## src/rtl/fes_pkg.sv

```systemverilog
package fes_pkg;

    typedef enum logic [3:0] {
        S_IDLE  = 4'd0,
        S_WSEL  = 4'd1,
        S_ARM   = 4'd2,
        S_WESU  = 4'd3,
        S_WERS  = 4'd4,
        S_WH1   = 4'd5,
        S_WH2   = 4'd6,
        S_WDWR  = 4'd7,
        S_WRD   = 4'd8,
        S_CHK   = 4'd9,
        S_WEXIT = 4'd10
    } fes_state_e;

endpackage

```

## src/rtl/fes_wait_timer.sv

```systemverilog
module fes_wait_timer #(
    parameter int TW = 4
) (
    input  logic          clk,
    input  logic          rst_n,
    input  logic          load_i,
    input  logic [TW-1:0] val_i,
    output logic          zero_o
);

    logic [TW-1:0] cnt_d, cnt_q;

    always_comb begin
        cnt_d = cnt_q;
        if (load_i) begin
            cnt_d = val_i;
        end else if (cnt_q != '0) begin
            cnt_d = cnt_q - 1'b1;
        end
    end

    always_ff @(posedge clk or negedge rst_n) begin
        if (!rst_n) begin
            cnt_q <= '0;
        end else begin
            cnt_q <= cnt_d;
        end
    end

    assign zero_o = (cnt_q == '0);

endmodule

```

## src/rtl/fes_lowest_pick.sv

```systemverilog
module fes_lowest_pick #(
    parameter int N  = 4,
    parameter int IW = 2
) (
    input  logic [N-1:0]  req_i,
    output logic [N-1:0]  grant_o,
    output logic [IW-1:0] idx_o,
    output logic          any_o
);

    logic [N:0] seen;

    assign seen[0] = 1'b0;

    for (genvar g = 0; g < N; g++) begin : g_chain
        assign grant_o[g]  = req_i[g] & ~seen[g];
        assign seen[g + 1] = seen[g] | req_i[g];
    end

    assign any_o = seen[N];

    always_comb begin
        idx_o = '0;
        for (int i = 0; i < N; i++) begin
            if (grant_o[i]) begin
                idx_o = IW'(i);
            end
        end
    end

endmodule

```

## src/rtl/flash_erase_seq.sv

```systemverilog
module flash_erase_seq
    import fes_pkg::*;
#(
    parameter int NBLK      = 4,
    parameter int WORDS     = 8,
    parameter int DW        = 16,
    parameter int N_ERASE   = 3,
    parameter int T_SWE_SEL = 5,
    parameter int T_ESU_ERS = 4,
    parameter int T_ERS     = 12,
    parameter int T_ERS_MAX = 16,
    parameter int T_ERS_ESU = 3,
    parameter int T_ESU_CLR = 3,
    parameter int T_EV_DWR  = 2,
    parameter int T_DWR_RD  = 3,
    parameter int T_EV_EXIT = 4,
    localparam int AW       = $clog2(NBLK * WORDS)
) (
    input  logic            clk,
    input  logic            rst_n,
    input  logic            start_i,
    input  logic [NBLK-1:0] blk_mask_i,
    input  logic [DW-1:0]   fl_rdata_i,
    output logic            fl_swe_o,
    output logic            fl_esu_o,
    output logic            fl_ers_o,
    output logic            fl_ev_o,
    output logic [NBLK-1:0] fl_blk_sel_o,
    output logic            fl_dwr_o,
    output logic            fl_rd_o,
    output logic [AW-1:0]   fl_addr_o,
    output logic [DW-1:0]   fl_wdata_o,
    output logic            wdt_arm_o,
    output logic            wdt_clr_o,
    output logic            busy_o,
    output logic            done_o,
    output logic            fail_o
);

    localparam int BW   = (NBLK > 1) ? $clog2(NBLK) : 1;
    localparam int WW   = (WORDS > 1) ? $clog2(WORDS) : 1;
    localparam int CW   = $clog2(N_ERASE + 1);
    localparam int DSUM = T_SWE_SEL + T_ESU_ERS + T_ERS + T_ERS_ESU
                        + T_ESU_CLR + T_EV_DWR + T_DWR_RD + T_EV_EXIT;
    localparam int TW   = $clog2(DSUM + 1);
    localparam logic [WW-1:0] LAST_WORD = WW'(WORDS - 1);
    localparam logic [CW-1:0] MAX_ERASE = CW'(N_ERASE);

    typedef struct packed {
        fes_state_e      st;
        logic            swe;
        logic            esu;
        logic            ers;
        logic            ev;
        logic [NBLK-1:0] sel;
        logic [NBLK-1:0] pend;
        logic [BW-1:0]   idx;
        logic [WW-1:0]   word;
        logic [CW-1:0]   ecnt;
        logic            pass;
        logic            dwr;
        logic            rd;
        logic            arm;
        logic            clr;
        logic            done;
        logic            fail;
    } seq_t;

    seq_t r_d, r_q;

    logic            t_load;
    logic [TW-1:0]   t_val;
    logic            t_zero;
    logic [NBLK-1:0] pk_grant;
    logic [BW-1:0]   pk_idx;
    logic            pk_any;
    logic            word_ok;

    fes_lowest_pick #(
        .N  (NBLK),
        .IW (BW)
    ) u_pick (
        .req_i   (r_q.pend),
        .grant_o (pk_grant),
        .idx_o   (pk_idx),
        .any_o   (pk_any)
    );

    fes_wait_timer #(
        .TW (TW)
    ) u_tmr (
        .clk    (clk),
        .rst_n  (rst_n),
        .load_i (t_load),
        .val_i  (t_val),
        .zero_o (t_zero)
    );

    assign word_ok = (fl_rdata_i == {DW{1'b1}});

    always_comb begin
        r_d      = r_q;
        r_d.dwr  = 1'b0;
        r_d.rd   = 1'b0;
        r_d.arm  = 1'b0;
        r_d.clr  = 1'b0;
        r_d.done = 1'b0;
        r_d.fail = 1'b0;
        t_load   = 1'b0;
        t_val    = '0;

        case (r_q.st)
            S_IDLE: begin
                if (start_i) begin
                    if (blk_mask_i == '0) begin
                        r_d.done = 1'b1;
                    end else begin
                        r_d.swe  = 1'b1;
                        r_d.pend = blk_mask_i;
                        r_d.st   = S_WSEL;
                        t_load   = 1'b1;
                        t_val    = TW'(T_SWE_SEL - 1);
                    end
                end
            end

            S_WSEL: begin
                if (t_zero) begin
                    r_d.sel  = pk_grant;
                    r_d.idx  = pk_idx;
                    r_d.pend = r_q.pend & ~pk_grant;
                    r_d.word = '0;
                    r_d.ecnt = '0;
                    r_d.arm  = 1'b1;
                    r_d.st   = S_ARM;
                end
            end

            S_ARM: begin
                r_d.esu = 1'b1;
                r_d.st  = S_WESU;
                t_load  = 1'b1;
                t_val   = TW'(T_ESU_ERS - 1);
            end

            S_WESU: begin
                if (t_zero) begin
                    r_d.ers  = 1'b1;
                    r_d.ecnt = r_q.ecnt + 1'b1;
                    r_d.st   = S_WERS;
                    t_load   = 1'b1;
                    t_val    = TW'(T_ERS - 1);
                end
            end

            S_WERS: begin
                if (t_zero) begin
                    r_d.ers = 1'b0;
                    r_d.st  = S_WH1;
                    t_load  = 1'b1;
                    t_val   = TW'(T_ERS_ESU - 1);
                end
            end

            S_WH1: begin
                if (t_zero) begin
                    r_d.esu = 1'b0;
                    r_d.st  = S_WH2;
                    t_load  = 1'b1;
                    t_val   = TW'(T_ESU_CLR - 1);
                end
            end

            S_WH2: begin
                if (t_zero) begin
                    r_d.clr = 1'b1;
                    r_d.ev  = 1'b1;
                    r_d.st  = S_WDWR;
                    t_load  = 1'b1;
                    t_val   = TW'(T_EV_DWR - 1);
                end
            end

            S_WDWR: begin
                if (t_zero) begin
                    r_d.dwr = 1'b1;
                    r_d.st  = S_WRD;
                    t_load  = 1'b1;
                    t_val   = TW'(T_DWR_RD - 1);
                end
            end

            S_WRD: begin
                if (t_zero) begin
                    r_d.rd = 1'b1;
                    r_d.st = S_CHK;
                end
            end

            S_CHK: begin
                if (word_ok) begin
                    if (r_q.word == LAST_WORD) begin
                        r_d.ev   = 1'b0;
                        r_d.pass = 1'b1;
                        r_d.st   = S_WEXIT;
                        t_load   = 1'b1;
                        t_val    = TW'(T_EV_EXIT - 1);
                    end else begin
                        r_d.word = r_q.word + 1'b1;
                        r_d.st   = S_WDWR;
                        t_load   = 1'b1;
                        t_val    = TW'(T_EV_DWR - 1);
                    end
                end else if (r_q.ecnt >= MAX_ERASE) begin
                    r_d.ev   = 1'b0;
                    r_d.swe  = 1'b0;
                    r_d.sel  = '0;
                    r_d.pend = '0;
                    r_d.fail = 1'b1;
                    r_d.st   = S_IDLE;
                end else begin
                    r_d.ev   = 1'b0;
                    r_d.pass = 1'b0;
                    r_d.st   = S_WEXIT;
                    t_load   = 1'b1;
                    t_val    = TW'(T_EV_EXIT - 1);
                end
            end

            S_WEXIT: begin
                if (t_zero) begin
                    if (!r_q.pass) begin
                        r_d.arm = 1'b1;
                        r_d.st  = S_ARM;
                    end else if (pk_any) begin
                        r_d.sel  = pk_grant;
                        r_d.idx  = pk_idx;
                        r_d.pend = r_q.pend & ~pk_grant;
                        r_d.word = '0;
                        r_d.ecnt = '0;
                        r_d.arm  = 1'b1;
                        r_d.st   = S_ARM;
                    end else begin
                        r_d.swe  = 1'b0;
                        r_d.sel  = '0;
                        r_d.done = 1'b1;
                        r_d.st   = S_IDLE;
                    end
                end
            end

            default: begin
                r_d    = '0;
                r_d.st = S_IDLE;
            end
        endcase
    end

    always_ff @(posedge clk or negedge rst_n) begin
        if (!rst_n) begin
            r_q <= '0;
        end else begin
            r_q <= r_d;
        end
    end

    assign fl_swe_o     = r_q.swe;
    assign fl_esu_o     = r_q.esu;
    assign fl_ers_o     = r_q.ers;
    assign fl_ev_o      = r_q.ev;
    assign fl_blk_sel_o = r_q.sel;
    assign fl_dwr_o     = r_q.dwr;
    assign fl_rd_o      = r_q.rd;
    assign fl_addr_o    = AW'(r_q.idx) * AW'(WORDS) + AW'(r_q.word);
    assign fl_wdata_o   = r_q.dwr ? {DW{1'b1}} : {DW{1'b0}};
    assign wdt_arm_o    = r_q.arm;
    assign wdt_clr_o    = r_q.clr;
    assign busy_o       = (r_q.st != S_IDLE);
    assign done_o       = r_q.done;
    assign fail_o       = r_q.fail;

endmodule

```

## config.mk

```make
export PLATFORM = sky130hd
export DESIGN_NAME = flash_erase_seq
export DESIGN_NICKNAME = d
export VERILOG_FILES = /design/src/rtl/fes_pkg.sv /design/src/rtl/fes_wait_timer.sv /design/src/rtl/fes_lowest_pick.sv /design/src/rtl/flash_erase_seq.sv
export SDC_FILE = /design/constraint.sdc
export NUM_CORES = 1
export LEC_CHECK = 0
export BUFFER_PORTS_ARGS = -buffer_cell sky130_fd_sc_hd__clkbuf_2
export CORE_UTILIZATION = 35
export CTS_BUF_LIST = sky130_fd_sc_hd__clkbuf_16
export CTS_CLUSTER_SIZE = 24
export DETAILED_ROUTE_END_ITERATION = 10
export HOLD_SLACK_MARGIN = 0.08
export PLACE_DENSITY = 0.63
export SYNTH_ARGS = -nofsm -noshare
export SYNTH_HDL_FRONTEND = slang
export SYNTH_HIERARCHICAL = 1
export SYNTH_SLANG_ARGS = --single-unit
```

## constraint.sdc

```tcl
create_clock -name clk -period 3 [get_ports clk]
set_input_delay 0.6 -clock clk [delete_from_list [all_inputs] [get_ports clk]]
set_output_delay 0.6 -clock clk [all_outputs]
set_load 0.03 [all_outputs]
```

==> flow_metrics.env <==
export IMPL_die_width_um=87.3
export IMPL_via_per_inst=5.14
export IMPL_synthTopCellsByArea="dfrtp_1 (35%), buf_4 (8.0%), nand2_1 (4.3%)"
export IMPL_cts_made_buffers=5
export IMPL_fmax_mhz=396
export IMPL_ys_flop_type="dfrtp_1"
export IMPL_cts_root_buf="clkbuf_16"
export IMPL_hold_violations=0
export IMPL_critPathTopFamily="flip-flops"
export IMPL_largest_register_ffs=16
export IMPL_reg2reg_slack_ns=0.58
export IMPL_clock_sinks=36
export IMPL_clk_latency_ns=0.28
export IMPL_critPathLaunchType="flip-flop"
export IMPL_path_buf_inv=2
export IMPL_start_util=0.369
export IMPL_crit_path_start="r_q[27]$_DFFE_PN0P_"
export IMPL_cts_buffer_depth=2
export IMPL_grt_pass1_wl_mm=9.22
export IMPL_max_stage_delay_ns=0.71
export IMPL_finClkSkew_ns=0.00374
export IMPL_clkTransAtPathRegs_ns=0.05
export IMPL_rsz0062_at_grt="false"
export IMPL_avgSynthCellArea_sq_um=9.00
export IMPL_core_rowCount=30
export IMPL_fin_hold_ws_ns=0.425
export IMPL_ys_seq_area_frac=0.354
export IMPL_nets=342
export IMPL_ant_nets=0
export IMPL_critical_path_arrival_ns=1.93
export IMPL_finalPower_mw=2.85
export IMPL_irDropWorstVdd_mv=0.254
export IMPL_htree_num_levels=2
export IMPL_drive_gt1_frac=0.295
export IMPL_cts_tree="yes"
export IMPL_fin_ws_ns=0.472
export IMPL_p_leak_nw=1.34
export IMPL_slew_violations=0
export IMPL_die_area_sq_um=7620
export IMPL_firstDrtPassIters=5
export IMPL_synth_cell_types=54
export IMPL_cp_cell_sequence="nor4_4 > inv_1 > clkbuf_2"
export IMPL_finalCritPeriodShare=0.843
export IMPL_antenna_found_initial=0
export IMPL_fillers=710
export IMPL_layout_common_cells="clkbuf_2 (58), dfrtp_1 (36), nand2_1 (29)"
export IMPL_top_register="r_q"
export IMPL_relSlewSlack=0.401
export IMPL_wl_mm=5.55
export IMPL_first_global_vias=1949
export IMPL_layout_commonest_cell="clkbuf_2"
export IMPL_timing_rr_end="r_q[14]$_DFFE_PN0P_"
export IMPL_syn_to_final_growth_pct=12.2
export IMPL_drt_first_iter_violations=184
export IMPL_yosys_area_top_type_share=0.354
export IMPL_worstSetupPathType="flip-flop to output port"
export IMPL_core_sq_um=6910
export IMPL_critPathMaxFanout=27
export IMPL_cts_setup_buffers=0
export IMPL_boundaryPins=59
export IMPL_reg2regPathDepth=5
export IMPL_synth_top_cell_by_area="dfrtp_1"
export IMPL_post_place_ws_ns=0.575
export IMPL_setup_viol=0
export IMPL_endpoint_kind="output port"
export IMPL_power_density_nw_per_um2=997
export IMPL_outcome="complete, no violations"
export IMPL_grt_usage=0.157
export IMPL_gp_congestion=0.905
export IMPL_cap_viol_max_count=0
export IMPL_postCtsHoldBufs=0
export IMPL_grt_max_degree=37
export IMPL_post_drt_wl_per_cell_um=13.5
export IMPL_syn_inst=283
export IMPL_synth_seq_cells=36
export IMPL_crit_required_ns=2.40
export IMPL_min_period_ns=2.53
export IMPL_cpMaxStageDelayCell="dfrtp_1"
export IMPL_port_buffers=58
export IMPL_yosys_warnings=6
export IMPL_cts_resized=0
export IMPL_synth_area_sq_um=2550
export IMPL_rr_startpoint="r_q[27]$_DFFE_PN0P_"
export IMPL_dr_total_vias=2111
export IMPL_tightest_slew_ns=0.899
export IMPL_dpl_hpwl_mm=4.06
export IMPL_synth_async_reset_ratio=1.00
export IMPL_tns_ns=0
export IMPL_drc=0
export IMPL_synth_edf_count=0
export IMPL_die_y_um=87.3
export IMPL_hold_class="input pin to async pin"
export IMPL_antenna_cells=0
export IMPL_globalRouteOverflowTotal=0
-- metrics by stage --
| stage | util | instances | instance area [sq um] |
|---|---|---|---|
| finish | 0.414 | 411 | 2860 |
| global route | 0.414 | 411 | 2860 |
| CTS | 0.414 | 411 | 2860 |
| detailed placement | 0.394 | 403 | 2720 |
| global placement | 0.394 | 403 | 2720 |
| floorplan | - | 284 | 2550 |
-- worst max-delay path by stage --
stage                                      end  slack, ns  cells after the start
floorplan           u_tmr/cnt_q[0]$_DFFE_PN0P_       0.42                      8
global placement    u_tmr/cnt_q[1]$_DFFE_PN0P_       0.66                      8
detailed placement  u_tmr/cnt_q[0]$_DFFE_PN0P_       0.58                      7
CTS                                     busy_o       0.48                      3
global route                            busy_o       0.35                      3
finish                                  busy_o       0.47                      3
-- power by group --
group          internal (mW)  switching, mW  total [mW]  leakage (nW)
Clock                  0.301          0.190       0.491        0.0710
Combinational          0.655          0.842        1.50         0.801
Sequential             0.629          0.234       0.863         0.472
Total                   1.58           1.27        2.85          1.34
-- cells in the mapped netlist, types with 5 or more instances --
| cell type | instances |
|---|---|
| dfrtp_1 | 36 |
| nand2_1 | 29 |
| buf_4 | 27 |
| inv_1 | 23 |
| a21oi_1 | 16 |
| nor2_1 | 16 |
| o21ai_0 | 12 |
| mux2i_1 | 10 |
| clkbuf_1 | 8 |
| nor3_1 | 7 |
| nand2b_1 | 6 |
| a211oi_1 | 5 |
| ha_1 | 5 |
-- cell families after synthesis --
kind of cell,synth area share
AND/OR/NAND/NOR,0.190
other,0.00147
multiplexers,0.0761
adder cells (fa/ha/maj),0.0246
flip-flops,0.354
AO/OA/AOI/OAI,0.194
XOR/XNOR,0.0138
buffers and inverters,0.147
-- layout make-up --
type | instances | area, sq um | area share
clock buffer | 5 | 125 | 0.0438
clock inverter | 3 | 13.8 | 0.00482
inverter | 23 | 86.3 | 0.0302
multi-input combinational | 184 | 1280 | 0.447
sequential | 36 | 901 | 0.315
tap | 96 | 120 | 0.0420
timing repair buffer | 64 | 335 | 0.117
-- worst reg2reg max path: stages, from the launching register on --
cell and delay (ns):
dfrtp_1 0.93, or3b_1 0.32, o21ai_1 0.08, and2_1 0.26, a211o_4 0.40, mux2_4 0.30
-- routing by layer --
metal / GRT usage / routed length, um / vias to the layer above
met5: 0 / 0 / -
met4: 0.0611 / 95 / 0
met3: 0.0417 / 389 / 11
met2: 0.252 / 2590 / 99
met1: 0.200 / 2480 / 976
li1: - / - / 1025
No activity file was read; power rests on OpenSTA's default activity.
